`config.mk`:
```
export PLATFORM = sky130hd
export DESIGN_NAME = imm_unscramble
export DESIGN_NICKNAME = d
export VERILOG_FILES = /design/src/rtl/imm_pkg.sv /design/src/rtl/imm_field_gather.sv /design/src/rtl/imm_sign_fill.sv /design/src/rtl/imm_unscramble.sv
export SDC_FILE = /design/constraint.sdc
export NUM_CORES = 1
export LEC_CHECK = 0
export ABC_CLOCK_PERIOD_IN_PS = 800
export BUFFER_PORTS_ARGS = -buffer_cell sky130_fd_sc_hd__buf_4
export CAP_MARGIN = 15
export CORE_AREA = 2 2 47 53
export DETAILED_ROUTE_END_ITERATION = 8
export DIE_AREA = 0 0 49 55
export GPL_TIMING_DRIVEN = 0
export PLACE_DENSITY = 0.78
export SLEW_MARGIN = 30
export SYNTH_ARGS = -nofsm -noshare
export SYNTH_HDL_FRONTEND = slang
export SYNTH_SLANG_ARGS = --single-unit
```
`constraint.sdc`:
```
create_clock -name vclk -period 0.8
set_clock_uncertainty 0.05 [all_clocks]
set_input_delay 0.04 -clock vclk [all_inputs]
set_output_delay 0.04 -clock vclk [all_outputs]
set_load 0.02 [all_outputs]
```
`src/rtl/imm_pkg.sv`:
```
package imm_pkg;
    localparam int XLEN  = 32;
    localparam int FMT_W = 3;

    typedef enum logic [FMT_W-1:0] {
        FMT_I = 3'd0,
        FMT_S = 3'd1,
        FMT_B = 3'd2,
        FMT_U = 3'd3,
        FMT_J = 3'd4
    } imm_fmt_e;

    // Number of low bits owned by the format's field (before fill).
    function automatic int unsigned field_bits(input logic [FMT_W-1:0] f);
        case (f)
            FMT_I, FMT_S: field_bits = 12;
            FMT_B:        field_bits = 13;
            FMT_J:        field_bits = 21;
            default:      field_bits = XLEN;
        endcase
    endfunction
endpackage

```
`src/rtl/imm_field_gather.sv`:
```
module imm_field_gather
    import imm_pkg::*;
#(
    parameter int W = XLEN
) (
    input  logic [W-1:0]     instr_i,
    input  logic [FMT_W-1:0] fmt_i,
    output logic [W-1:0]     field_o,
    output logic [W-1:0]     own_mask_o,
    output logic             fmt_ok_o
);
    localparam int UPPER_W = W - 12;

    logic unused_opcode;
    assign unused_opcode = ^instr_i[6:0];

    // Mask of bit positions the format fills itself, computed per bit.
    for (genvar b = 0; b < W; b++) begin : g_mask
        assign own_mask_o[b] = (b < field_bits(fmt_i));
    end

    always_comb begin
        field_o  = '0;
        fmt_ok_o = 1'b1;
        unique case (fmt_i)
            FMT_I: field_o[11:0] = instr_i[31:20];
            FMT_S: field_o[11:0] = {instr_i[31:25], instr_i[11:7]};
            FMT_B: field_o[12:0] = {instr_i[31], instr_i[7], instr_i[30:25],
                                    instr_i[11:8], 1'b0};
            FMT_U: field_o       = {instr_i[31:12], {(W-UPPER_W){1'b0}}};
            FMT_J: field_o[20:0] = {instr_i[31], instr_i[19:12], instr_i[20],
                                    instr_i[30:21], 1'b0};
            default: fmt_ok_o = 1'b0;
        endcase
    end
endmodule

```
`src/rtl/imm_sign_fill.sv`:
```
module imm_sign_fill
    import imm_pkg::*;
#(
    parameter int W = XLEN
) (
    input  logic [W-1:0] field_i,
    input  logic [W-1:0] own_mask_i,
    input  logic         sign_i,
    input  logic         fill_en_i,
    output logic [W-1:0] imm_o
);
    logic [W-1:0] fill;

    always_comb begin
        fill  = (fill_en_i && sign_i) ? ~own_mask_i : '0;
        imm_o = field_i | fill;
    end
endmodule

```
`src/rtl/imm_unscramble.sv`:
```
module imm_unscramble
    import imm_pkg::*;
(
    input  logic [31:0] instr_i,
    input  logic [2:0]  fmt_i,
    input  logic        zext_i,
    output logic [31:0] imm_o
);
    logic [XLEN-1:0] field;
    logic [XLEN-1:0] own_mask;
    logic            fmt_ok;
    logic            fill_en;

    imm_field_gather #(.W(XLEN)) u_gather (
        .instr_i    (instr_i),
        .fmt_i      (fmt_i),
        .field_o    (field),
        .own_mask_o (own_mask),
        .fmt_ok_o   (fmt_ok)
    );

    // Zero extension is honoured only for the I format.
    always_comb begin
        fill_en = fmt_ok && (fmt_i != FMT_U) && !((fmt_i == FMT_I) && zext_i);
    end

    imm_sign_fill #(.W(XLEN)) u_fill (
        .field_i    (field),
        .own_mask_i (own_mask),
        .sign_i     (instr_i[XLEN-1]),
        .fill_en_i  (fill_en),
        .imm_o      (imm_o)
    );
endmodule

```
==> flow_summary.ini <==
[timing]
finalCritPeriodShare_pct = 144
final_hold_viol_count = 0
max_freq_ghz = 0.867
fin_crit_ns = 1.15
setup_viol = 32
slew_headroom_pct = 73.1
whs_ns = 0.350
tightestPinTransition_ns = 0.399
slew_violations = 0
rsz0062_at_grt = yes
tns_ns = -8.52
worst_slack_ns = -0.353

[placement]
hpwl_um = 2260
io_buffer_count = 58
placed_area_um2 = 1520
place.gp.congestion = 0.721

[logic_synthesis]
yosysWarnings = 0
yosys.area_share.simple_pct = 28.4
synthCells = 100
netlist-cell-type-count = 26
synth_area_leader_cell = nor2b_1
synth_top_family_by_area = compound AO/OA/AOI/OAI gates
synth.most_common_cell = nor2b_1
seq_area_frac_synth_pct = 0
yosys.area_share.xor_xnor_pct = 0
syn_area_per_cell_um2 = 7.36
synth_area_leaders = nor2b_1, a211o_1, a21boi_0, buf_6, mux2i_1
synth-compound-area-share_pct = 45.1
synthAdderAreaFrac_pct = 1.53
muxShareOfSynthArea_pct = 6.80
yosysTopAreaCellShare_pct = 10.2
synth_fp_nets = 136
netlist_area_um2 = 736
netlist_top_cells_count = nor2b_1, a21oi_1, nand2_1

[worst_setup_path]
critPathRequiredTime_ns = 0.71
crit_fanout = 10
path_delay_family = buffers and inverters
crit_cells = 6
cp.arrival_ns = 1.06
slowest_stage = a211o_1
crit_chain = clkbuf_16, nand2b_4, buf_8, a21oi_1, a211o_1, buf_6
endpoint_kind = output port
path_class = in2out
critPathLaunch = fmt_i[0]
critPathMaxStageDelay_ns = 0.31
startpoint_type = primary input
crit_buf_inv = 3

[min_path]
hold_path_startpoint = instr_i[18]
worstHoldPathType = in2out
holdPathStages = 3
holdPathEnd = imm_o[18]

[floorplan]
rows = 18
die-area_um2 = 2700
fp.coreArea_um2 = 2180
die_h_um = 55
ioPinCount = 68
start_util_pct = 33.7
die_w_um = 49

[finish]
drive_gt1_share_pct = 75.6
area_growth_pct = 175
final_cell_area_um2 = 2020
seqCellArea_um2 = 0
nets = 210
fillers = 68
diodes = 0
nClkBuffers = 0
fin_util_pct = 92.5
n_sequential_cell = 0

[drt]
drc = 0
wl_per_cell_um = 22.1
drt-initial-drc-count = 18
dr.pass1.iters = 4
totalWireLength_um = 4460
avgViaCountPerCell = 5.76
dr_total_vias = 1163
ant_nets = 0

[power]
sequentialPowerShare_pct = 0
p_int_uw = 776
p_leak_nw = 0.938
total_power_mw = 1.47
switching_power_uw = 699
clkPwrFrac_pct = 0
p_comb_share_pct = 100.0
power_per_cell_area_nw_per_um2 = 730
switching_share_pct = 47.4
ir_worst_vdd_mv = 0.581

[outcome]
violations = negative setup slack
status = complete, but fails checks

[global_routing]
grt-ovfl-total = 0
grt_max_degree = 11
grt_pass1_vias = 962
antenna_found_initial = 0
grt_pass1_wl_um = 4900
grt.total_usage_pct = 23.3

[flow_run]
maxCapViolCount = 0

[clocking]
hold_buffers = 0
[how the worst max path moves through the flow]
stage,endpoint
3_5_place_dp,imm_o[2]
3_3_place_gp,imm_o[20]
4_1_cts,imm_o[20]
2_1_floorplan,imm_o[25]
6_report,imm_o[13]
5_1_grt,imm_o[24]
[cell families (layout without fill, tap and decap cells)]
| logic type | Yosys count | after routing |
|---|---|---|
| compound gates | 47 | 47 |
| simple gates | 30 | 30 |
| buf+inv | 17 | 89 |
| mux | 5 | 5 |
| fa+ha+maj | 1 | 1 |
[cells in the final DEF (no fill, tap or decap), types with 2 or more instances in the layout]
cell type / netlist / routed
o21ai_4: 0 / 11
buf_6: 5 / 39
nor2b_4: 0 / 10
nand2_1: 9 / 8
a211o_1: 8 / 8
buf_12: 0 / 7
a21oi_1: 9 / 8
o32ai_4: 0 / 5
nand2b_4: 1 / 3
mux2i_4: 0 / 4
buf_4: 1 / 32
a21boi_1: 3 / 4
clkbuf_16: 0 / 3
a21oi_2: 1 / 2
buf_8: 2 / 3
a21boi_0: 8 / 6
inv_1: 4 / 4
[power by group through the flow]
stage          combinational, mW  clock [mW]  sequential, mW
4_1_cts                     1.30           0               0
3_3_place_gp                1.07           0               0
3_5_place_dp                1.09           0               0
5_1_grt                     1.53           0               0
6_report                    1.47           0               0
2_1_floorplan              0.720           0               0
[cell type report]
type / count / area [um^2] / share of cell area, %
buffer: 12 / 200 / 9.91
inverter: 4 / 15.0 / 0.743
multi-input combinational: 83 / 996 / 49.3
tap: 30 / 37.5 / 1.86
timing repair buffer: 73 / 772 / 38.2
[through the flow]
step | worst slack (ns) | cells
floorplan | -0.154 | 100
global placement | -0.305 | 188
CTS | -0.275 | 194
global route | -0.385 | 202
detailed placement | -0.349 | 188
finish | -0.353 | 202
[timing repair]
item / 4_1_cts / 5_1_grt
pin swaps: 6 / 5
gates resized for setup: 60 / 21
buffers inserted: 6 / 5
gates cloned: 1 / 3
endpoints found under the setup margin: 32 / 32
[metal layers]
metal	share of wire, %	track usage [%]	vias up	wire length [um]
met4	3.2	0	0	145
met5	0	0	-	0
met1	37	24.5	568	1640
met2	54	52.7	70	2410
met3	6.0	2.69	10	269
li1	-	-	515	-
Note: power is estimated with default switching activity, not from simulation.
